<file path="src/rtl/psr_pkg.sv">
// Package: shared constants and types for the status flag register.
// Assumes an eight-bit register whose bit positions never change.
package psr_pkg;
    localparam int PSR_W   = 8;
    localparam int CMD_W   = 4;
    localparam int BIT_C   = 0;
    localparam int BIT_Z   = 1;
    localparam int BIT_I   = 2;
    localparam int BIT_D   = 3;
    localparam int BIT_B   = 4;
    localparam int BIT_T   = 5;
    localparam int BIT_V   = 6;
    localparam int BIT_N   = 7;
    localparam logic [PSR_W-1:0] PSR_RESET = PSR_W'(1) << BIT_I;

    typedef enum logic [CMD_W-1:0] {
        CMD_NONE  = 4'd0,
        CMD_SET_C = 4'd1,
        CMD_CLR_C = 4'd2,
        CMD_SET_I = 4'd3,
        CMD_CLR_I = 4'd4,
        CMD_SET_D = 4'd5,
        CMD_CLR_D = 4'd6,
        CMD_SET_T = 4'd7,
        CMD_CLR_T = 4'd8,
        CMD_CLR_V = 4'd9
    } flag_cmd_e;
endpackage

</file>
<file path="src/rtl/psr_cond_flags.sv">
// Module: next-state logic for carry, zero, overflow and negative.
// Priority per flag: command over bit test over ALU strobe over hold.
// Assumes at most one command per cycle; purely combinational apart from checks.
module psr_cond_flags
    import psr_pkg::*;
#(
    parameter int RES_W = 8
) (
    input  logic             clk,
    input  logic             rst_n,
    input  logic             cur_c,
    input  logic             cur_z,
    input  logic             cur_v,
    input  logic             cur_n,
    input  logic [RES_W-1:0] alu_res,
    input  logic             alu_carry,
    input  logic             alu_ovf,
    input  logic             upd_c,
    input  logic             upd_zn,
    input  logic             upd_v,
    input  logic             bit_test,
    input  logic [1:0]       bit_mem_top,
    input  flag_cmd_e        cmd,
    output logic             nxt_c,
    output logic             nxt_z,
    output logic             nxt_v,
    output logic             nxt_n
);
    localparam logic [RES_W-1:0] RES_ZERO = '0;

    // Carry: ALU update, then overridden by its set/clear commands.
    always_comb begin
        nxt_c = cur_c;
        if (upd_c)                nxt_c = alu_carry;
        if (cmd == CMD_SET_C)     nxt_c = 1'b1;
        else if (cmd == CMD_CLR_C) nxt_c = 1'b0;
    end

    // Zero and negative: result test, negative then overridden by bit test.
    always_comb begin
        nxt_z = cur_z;
        nxt_n = cur_n;
        if (upd_zn) begin
            nxt_z = (alu_res == RES_ZERO);
            nxt_n = alu_res[RES_W-1];
        end
        if (bit_test) nxt_n = bit_mem_top[1];
    end

    // Overflow: ALU, then bit test, then the clear command.
    always_comb begin
        nxt_v = cur_v;
        if (upd_v)              nxt_v = alu_ovf;
        if (bit_test)           nxt_v = bit_mem_top[0];
        if (cmd == CMD_CLR_V)   nxt_v = 1'b0;
    end

    p_cmd_clr_v_r7: assert property (@(posedge clk) disable iff (!rst_n)
        (cmd == CMD_CLR_V) |-> !nxt_v)
        else $error("clear-overflow command ignored");

    p_bit_n_r6: assert property (@(posedge clk) disable iff (!rst_n)
        bit_test |-> (nxt_n == bit_mem_top[1]))
        else $error("bit test did not reach negative");
endmodule

</file>
<file path="src/rtl/psr_ctrl_flags.sv">
// Module: next-state logic for interrupt mask, decimal, break and memory-mode.
// Break follows the interrupt-entry tag; the others follow their commands.
module psr_ctrl_flags
    import psr_pkg::*;
(
    input  logic      clk,
    input  logic      rst_n,
    input  logic      cur_i,
    input  logic      cur_d,
    input  logic      cur_b,
    input  logic      cur_t,
    input  flag_cmd_e cmd,
    input  logic      irq_entry,
    input  logic      irq_is_brk,
    output logic      nxt_i,
    output logic      nxt_d,
    output logic      nxt_b,
    output logic      nxt_t
);
    // Control bits: each moves only on its own set or clear code.
    always_comb begin
        nxt_i = cur_i;
        nxt_d = cur_d;
        nxt_t = cur_t;
        unique case (cmd)
            CMD_SET_I: nxt_i = 1'b1;
            CMD_CLR_I: nxt_i = 1'b0;
            CMD_SET_D: nxt_d = 1'b1;
            CMD_CLR_D: nxt_d = 1'b0;
            CMD_SET_T: nxt_t = 1'b1;
            CMD_CLR_T: nxt_t = 1'b0;
            default:   ;
        endcase
    end

    // Break: written only on interrupt entry.
    always_comb begin
        nxt_b = irq_entry ? irq_is_brk : cur_b;
    end

    p_b_hold_r9: assert property (@(posedge clk) disable iff (!rst_n)
        !irq_entry |-> (nxt_b == cur_b))
        else $error("break changed outside entry");
endmodule

</file>
<file path="src/rtl/psr_irq_gate.sv">
// Module: interrupt acceptance and stack-push image.
// Assumes the break request bypasses the mask; push image is combinational.
module psr_irq_gate
    import psr_pkg::*;
(
    input  logic             clk,
    input  logic             rst_n,
    input  logic [PSR_W-1:0] psr,
    input  logic             brk_req,
    input  logic             hw_irq_req,
    input  logic             irq_entry,
    input  logic             irq_is_brk,
    output logic             irq_take,
    output logic [PSR_W-1:0] push_val
);
    // Acceptance: break always, hardware only when unmasked.
    always_comb begin
        irq_take = brk_req | (hw_irq_req & ~psr[BIT_I]);
    end

    // Push image: break bit reflects the entry kind during entry.
    always_comb begin
        push_val = psr;
        if (irq_entry) push_val[BIT_B] = irq_is_brk;
    end

    p_brk_taken_r8: assert property (@(posedge clk) disable iff (!rst_n)
        brk_req |-> irq_take)
        else $error("break request not accepted");

    p_masked_r8: assert property (@(posedge clk) disable iff (!rst_n)
        (psr[BIT_I] && !brk_req) |-> !irq_take)
        else $error("masked interrupt accepted");
endmodule

</file>
<file path="src/rtl/cpu_status_reg.sv">
// Module: processor status flag register, top level.
// Holds the packed flags and a validity marker for zero/overflow/negative.
// Assumes one command per cycle; restore overrides all updates; reset wins.
module cpu_status_reg
    import psr_pkg::*;
(
    input  logic             clk,
    input  logic             rst_n,
    input  logic [7:0]       alu_res,
    input  logic             alu_carry,
    input  logic             alu_ovf,
    input  logic             alu_dec,
    input  logic             upd_c,
    input  logic             upd_zn,
    input  logic             upd_v,
    input  logic             bit_test,
    input  logic [1:0]       bit_mem_top,
    input  logic [3:0]       flag_cmd,
    input  logic             irq_entry,
    input  logic             irq_is_brk,
    input  logic             brk_req,
    input  logic             hw_irq_req,
    input  logic             load_en,
    input  logic [7:0]       load_val,
    output logic [7:0]       psr_q,
    output logic [7:0]       push_val,
    output logic             flag_c,
    output logic             flag_z,
    output logic             flag_i,
    output logic             flag_d,
    output logic             flag_b,
    output logic             flag_t,
    output logic             flag_v,
    output logic             flag_n,
    output logic             decimal_mode,
    output logic             mem_to_mem,
    output logic             znv_valid,
    output logic             irq_take
);
    flag_cmd_e        cmd;
    logic [PSR_W-1:0] psr_r;
    logic [PSR_W-1:0] psr_nxt;
    logic             valid_r;
    logic             n_c, n_z, n_v, n_n, n_i, n_d, n_b, n_t;

    assign cmd = flag_cmd_e'(flag_cmd);

    psr_cond_flags #(.RES_W(PSR_W)) u_cond (
        .clk        (clk),
        .rst_n      (rst_n),
        .cur_c      (psr_r[BIT_C]),
        .cur_z      (psr_r[BIT_Z]),
        .cur_v      (psr_r[BIT_V]),
        .cur_n      (psr_r[BIT_N]),
        .alu_res    (alu_res),
        .alu_carry  (alu_carry),
        .alu_ovf    (alu_ovf),
        .upd_c      (upd_c),
        .upd_zn     (upd_zn),
        .upd_v      (upd_v),
        .bit_test   (bit_test),
        .bit_mem_top(bit_mem_top),
        .cmd        (cmd),
        .nxt_c      (n_c),
        .nxt_z      (n_z),
        .nxt_v      (n_v),
        .nxt_n      (n_n)
    );

    psr_ctrl_flags u_ctrl (
        .clk       (clk),
        .rst_n     (rst_n),
        .cur_i     (psr_r[BIT_I]),
        .cur_d     (psr_r[BIT_D]),
        .cur_b     (psr_r[BIT_B]),
        .cur_t     (psr_r[BIT_T]),
        .cmd       (cmd),
        .irq_entry (irq_entry),
        .irq_is_brk(irq_is_brk),
        .nxt_i     (n_i),
        .nxt_d     (n_d),
        .nxt_b     (n_b),
        .nxt_t     (n_t)
    );

    psr_irq_gate u_irq (
        .clk       (clk),
        .rst_n     (rst_n),
        .psr       (psr_r),
        .brk_req   (brk_req),
        .hw_irq_req(hw_irq_req),
        .irq_entry (irq_entry),
        .irq_is_brk(irq_is_brk),
        .irq_take  (irq_take),
        .push_val  (push_val)
    );

    // Pack next-state bits into their fixed positions.
    always_comb begin
        psr_nxt        = '0;
        psr_nxt[BIT_C] = n_c;
        psr_nxt[BIT_Z] = n_z;
        psr_nxt[BIT_I] = n_i;
        psr_nxt[BIT_D] = n_d;
        psr_nxt[BIT_B] = n_b;
        psr_nxt[BIT_T] = n_t;
        psr_nxt[BIT_V] = n_v;
        psr_nxt[BIT_N] = n_n;
    end

    // State register: reset, then restore, then flag updates.
    always_ff @(posedge clk) begin
        if (!rst_n) begin
            psr_r   <= PSR_RESET;
            valid_r <= 1'b1;
        end else if (load_en) begin
            psr_r   <= load_val;
            valid_r <= 1'b1;
        end else begin
            psr_r <= psr_nxt;
            if (upd_zn || upd_v) valid_r <= ~alu_dec;
        end
    end

    // Outputs: packed word, individual flags and mode controls.
    always_comb begin
        psr_q        = psr_r;
        flag_c       = psr_r[BIT_C];
        flag_z       = psr_r[BIT_Z];
        flag_i       = psr_r[BIT_I];
        flag_d       = psr_r[BIT_D];
        flag_b       = psr_r[BIT_B];
        flag_t       = psr_r[BIT_T];
        flag_v       = psr_r[BIT_V];
        flag_n       = psr_r[BIT_N];
        decimal_mode = psr_r[BIT_D];
        mem_to_mem   = psr_r[BIT_T];
        znv_valid    = valid_r;
    end

    p_load_wins_r11: assert property (@(posedge clk) disable iff (!rst_n)
        load_en |=> (psr_q == $past(load_val)) && znv_valid)
        else $error("restore did not take priority");

    p_carry_r3: assert property (@(posedge clk) disable iff (!rst_n)
        (upd_c && !load_en && cmd != CMD_SET_C && cmd != CMD_CLR_C)
        |=> (flag_c == $past(alu_carry)))
        else $error("carry not updated");

    p_bit_v_r6: assert property (@(posedge clk) disable iff (!rst_n)
        (bit_test && !load_en && cmd != CMD_CLR_V) |=> (flag_v == $past(bit_mem_top[0])))
        else $error("bit test did not reach overflow");

    p_entry_b_r9: assert property (@(posedge clk) disable iff (!rst_n)
        (irq_entry && !load_en) |=> (flag_b == $past(irq_is_brk)))
        else $error("break bit not written on entry");

    p_dec_invalid_r10: assert property (@(posedge clk) disable iff (!rst_n)
        (upd_zn && alu_dec && !load_en) |=> !znv_valid)
        else $error("decimal result left marked valid");
endmodule

</file>
<file path="config.mk">
export PLATFORM = sky130hd
export DESIGN_NAME = cpu_status_reg
export DESIGN_NICKNAME = d
export VERILOG_FILES = /design/src/rtl/psr_pkg.sv /design/src/rtl/psr_cond_flags.sv /design/src/rtl/psr_ctrl_flags.sv /design/src/rtl/psr_irq_gate.sv /design/src/rtl/cpu_status_reg.sv
export SDC_FILE = /design/constraint.sdc
export NUM_CORES = 1
export LEC_CHECK = 0
export BUFFER_PORTS_ARGS = -buffer_cell sky130_fd_sc_hd__buf_2
export CORE_MARGIN = 2
export CORE_UTILIZATION = 36
export CTS_CLUSTER_SIZE = 14
export DETAILED_ROUTE_END_ITERATION = 10
export PLACE_DENSITY = 0.86
export SLEW_MARGIN = 25
export SYNTH_ARGS = -nofsm -noshare
export SYNTH_HDL_FRONTEND = slang
export SYNTH_SLANG_ARGS = --single-unit
</file>
<file path="constraint.sdc">
create_clock -name clk -period 1.3 [get_ports clk]
set_input_delay 0.39 -clock clk [delete_from_list [all_inputs] [get_ports clk]]
set_output_delay 0.39 -clock clk [all_outputs]
set_load 0.02 [all_outputs]
</file>
# == Word level (Yosys, flattened, before mapping) ==
# Cells that the tools add are included.
# totals
word_cells,47
regBits,9
output_inout_bits,28
input_bits,36
# op_classes
eq_ne,9
n_reduce_logical,10
mux,14
bitwise_logic,5
# op_table
operator,n
4-bit by 3-bit == test with 1-bit output (second input constant),4
3-bit nonzero test,4
1-bit two-way mux,10
4-bit by 2-bit == test with 1-bit output (second input constant),2
4-bit == test (second input constant),2
8-bit logical NOT,1
8-bit two-way mux,1
4-bit nonzero test,2
1-bit one-hot mux with 2 select lines,3
4-bit by 1-bit == test with 1-bit output (second input constant),1
1-bit NOT,3
2-bit nonzero test,1
2-bit OR reduction,1
1-bit bitwise AND,1
1-bit logical OR,1
1-bit OR,1

# == Logic depth before layout (Yosys ltp) ==
# depth
word_depth,4
mapped_depth,4
ltp_nobuf,3

# == By module ==
# Synthesis repeated with hierarchy kept, for this count alone.
# hier_totals
hier_cells,81
area_unflattened_um2,703.2
# modules_own_cells
module,n_inst,cells_per_inst,area_per_inst_um2,seq_area_each_um2
cpu_status_reg,1,40,417.9,180.2
psr_cond_flags,1,18,110.1,0.0
psr_ctrl_flags,1,13,96.3,0.0
psr_irq_gate,1,10,78.8,0.0

# == Least setup slack after synthesis ==
# OpenSTA, ideal clock, no wires.
# synth_path
path_type,input-to-output
start,input port irq_entry
end,output port push_val[4]
required_ns,0.910
setup_slack_ns,0.051
cell_stages,2
arrival_time_ns,0.859
path_buffers,1
cell_sequence,mux2_2 > buf_4
# synth_via
elab_chain_len,1
# synth_lines
element,line_no,text
start: declaration,cpu_status_reg.sv:19,"input logic irq_entry,"
1-bit two-way mux,psr_irq_gate.sv:24,if (irq_entry) push_val[BIT_B] = irq_is_brk;
end: declaration,cpu_status_reg.sv:26,"output logic [7:0] push_val,"
# Every way passes these cells.

# == Final worst setup path ==
# layout_path
start,register psr_r[4] (netlist: psr_q[4])
end,output port push_val[4]
# layout_via
elab_chain_len,1
# layout_lines
element,line_no,text
start: declaration,cpu_status_reg.sv:41,logic [PSR_W-1:0] psr_r;
start signal: assignment,cpu_status_reg.sv:117,psr_r <= load_val;
start signal: assignment,cpu_status_reg.sv:120,psr_r <= psr_nxt;
1-bit two-way mux,psr_irq_gate.sv:24,
# Every way passes these cells.

==> flow_summary.ini <==
[clock_tree]
htree_levels = 1
clk_latency_ps = 270
cts_tree = yes
post_cts_buffers = 0
clk_pin_slew_worst_paths_ps = 70
clock-root-buffer = clkbuf_4
cts_max_path_buffers = 2
numCtsBuffers = 3
clkSinkCount = 9

[floorplan]
core_area_um2 = 1764
start_util_pct = 39.22
io_pins = 64
rows = 15
fp.dieH_um = 47.84
die_w_um = 47.84
design.die.area_um2 = 2289

[place]
hpwl_um = 1503
placed_cell_area_um2 = 918.4
port_buffers = 63
pre_cts_slack_ps = -53.02
gp_congestion = 0.6828

[hold_path]
worstHoldPathType = input pin to flip-flop
hold_depth = 2
whs_endpoint = psr_q[1]
hold_start = alu_res[2]

[logic_synthesis]
synth_edf_count = 0
async_reset_ff_share_pct = 0
synth_nets = 123
syn_area_um2 = 691.9
syn_inst = 87
synth_flop_cell = dfxtp_1
seq_area_frac_synth_pct = 26.04
ys_types = 29
synth_area_leader_cell = dfxtp_1
yosysTopAreaCellShare_pct = 26.04
synth.avg_cell_area_um2 = 7.953
synthTopCellsByArea = dfxtp_1 (26%), buf_4 (20%), o21ai_0 (5.1%)
yosys_register_bits = 9
yosysWarningCount = 0

[outcome]
violations = negative setup slack
outcome = finished, violations left

[critical_path]
required_ps = 910
r2r_cells = 3
r2r-end = psr_q[6]
slowest_delay_ps = 320
end_kind = output pin
crit_arrival_ps = 1000
critPathMaxFanout = 3
r2r_slack_ps = 310
critPathLaunchType = flip-flop
worstSetupPathType = flip-flop to output pin
rr_startpoint = psr_q[6]
crit_slowest_cell = dfxtp_2
crit_chain = mux2_4 > buf_6

[timing]
setup_viol = 2
post-route-period-util_pct = 106.6
drv_slew = 0
period_minus_slack_ps = 1385
setup_slack_ps = -85.44
final_hold_viol_count = 0
tightest_slew_ps = 307.1
max_freq_ghz = 0.7218
max_slew_margin_pct = 79.34
clock_skew_ps = 0
rsz0062_at_grt = true

[grt]
overflow = 0
antenna_found_initial = 0
first_global_vias = 695
grt_pass1_wl_um = 2670
grt_max_degree = 10
grt.total_usage_pct = 16.48

[final_layout]
syn2layout_area_growth_pct = 40.14
diodes = 0
fin_area_um2 = 969.7
mostFrequentLayoutCells = buf_2 (59), o21ai_0 (7), buf_4 (6), dfxtp_1 (6)
drive_gt1_share_pct = 57.66
nets = 174
layout_commonest_cell = buf_2

[detailed_routing]
route.detailed.drc = 0
vias_per_cell = 4.920
drt_pass1_iterations = 4
vias = 797
drt-total-wl_um = 1911
drtAntennaViolNets = 0
drt_iter0_drc = 17
drt-wirelength-per-cell_um = 11.80

[power_and_ir_drop]
p_per_area_nw_per_um2 = 893.7
ir_drop_mv = 0.4159
leakage_nw = 0.5265

[job]
cap_violations = 0
[cell type report]
class                      instances  area (µm²)
fill                             182       794.5
inverter                           6       22.52
timing repair buffer              67       362.8
sequential                         9       183.9
tap                               25       31.28
multi-input combinational         51       342.8
clock buffer                       4       26.28
[flip-flops by register name, indices dropped and copies added, names as in the netlist]
name / cells
psr_q: 8
znv_valid: 1
[stage by stage]
stage | setup TNS, ps | total power, mW | hold WS [ps] | utilization, % | cells
floorplan | 0 | 0.5372 | 486.3 | - | 87
global placement | -40.27 | 0.6171 | 457.6 | 52.06 | 158
detailed placement | -53.02 | 0.6235 | 469.0 | 52.06 | 158
CTS | -110.3 | 0.8679 | 298.4 | 54.54 | 162
global route | -152.0 | 0.9067 | 307.2 | 54.96 | 162
finish | -101.3 | 0.8666 | 306.3 | 54.96 | 162
[critical path: cells and delay by family (launching register included)]
kind	cells	cell delay, ps
flops	1	320
mux	1	270
buf+inv	1	130
[cell families (layout without fill, tap and decap cells)]
kind of cell    count (synthesis)  after routing  synth area share [%]
buf+inv                        27             77                 24.95
compound gates                 25             25                 26.58
simple gates                   25             25                 20.80
flops                           9              9                 26.04
mux                             1              1                 1.627
[metal layers]
layer / global-route usage (%) / share of wire, % / vias up
li1: - / - / 393
met3: 2.642 / 6.3 / 4
met1: 17.94 / 40 / 368
met5: 0 / 0 / -
met2: 29.33 / 52 / 32
met4: 10.27 / 0.99 / 0
[power breakdown]
part / internal [mW] / total [mW] / leakage [nW] / switching (mW)
registers: 0.297 / 0.314 / 0.0751 / 0.0169
clock network: 0.119 / 0.235 / 0.0150 / 0.116
logic: 0.140 / 0.318 / 0.436 / 0.178
total: 0.555 / 0.867 / 0.527 / 0.311
[Yosys cell counts, types with 2 or more instances]
master	instances
a211oi_1	3
a21boi_0	2
a21oi_1	3
a31oi_1	2
buf_2	3
buf_4	18
dfxtp_1	9
inv_1	5
nand2_1	5
nand3_1	4
nor2_1	4
nor2b_1	3
nor4_1	2
o21ai_0	7
o31ai_1	2
o41ai_2	2
[worst max-delay path by stage]
stage              start     endpoint  slack, ps  cells past startpoint
6_report        psr_q[4]  push_val[4]        -90                      2
5_1_grt         psr_q[4]  push_val[4]       -100                      2
4_1_cts         psr_q[4]  push_val[4]       -100                      2
3_5_place_dp   irq_entry  push_val[4]        -50                      3
3_3_place_gp   irq_entry  push_val[4]        -40                      3
2_1_floorplan  irq_entry  push_val[4]         50                      2
[timing repair]
action | in CTS | in global routing
hold buffers | 0 | 0
endpoints found under the setup margin | 2 | 7
gates resized for setup | 6 | 4
hold endpoints to repair | 0 | 0
(Power assumes the default switching activity.)
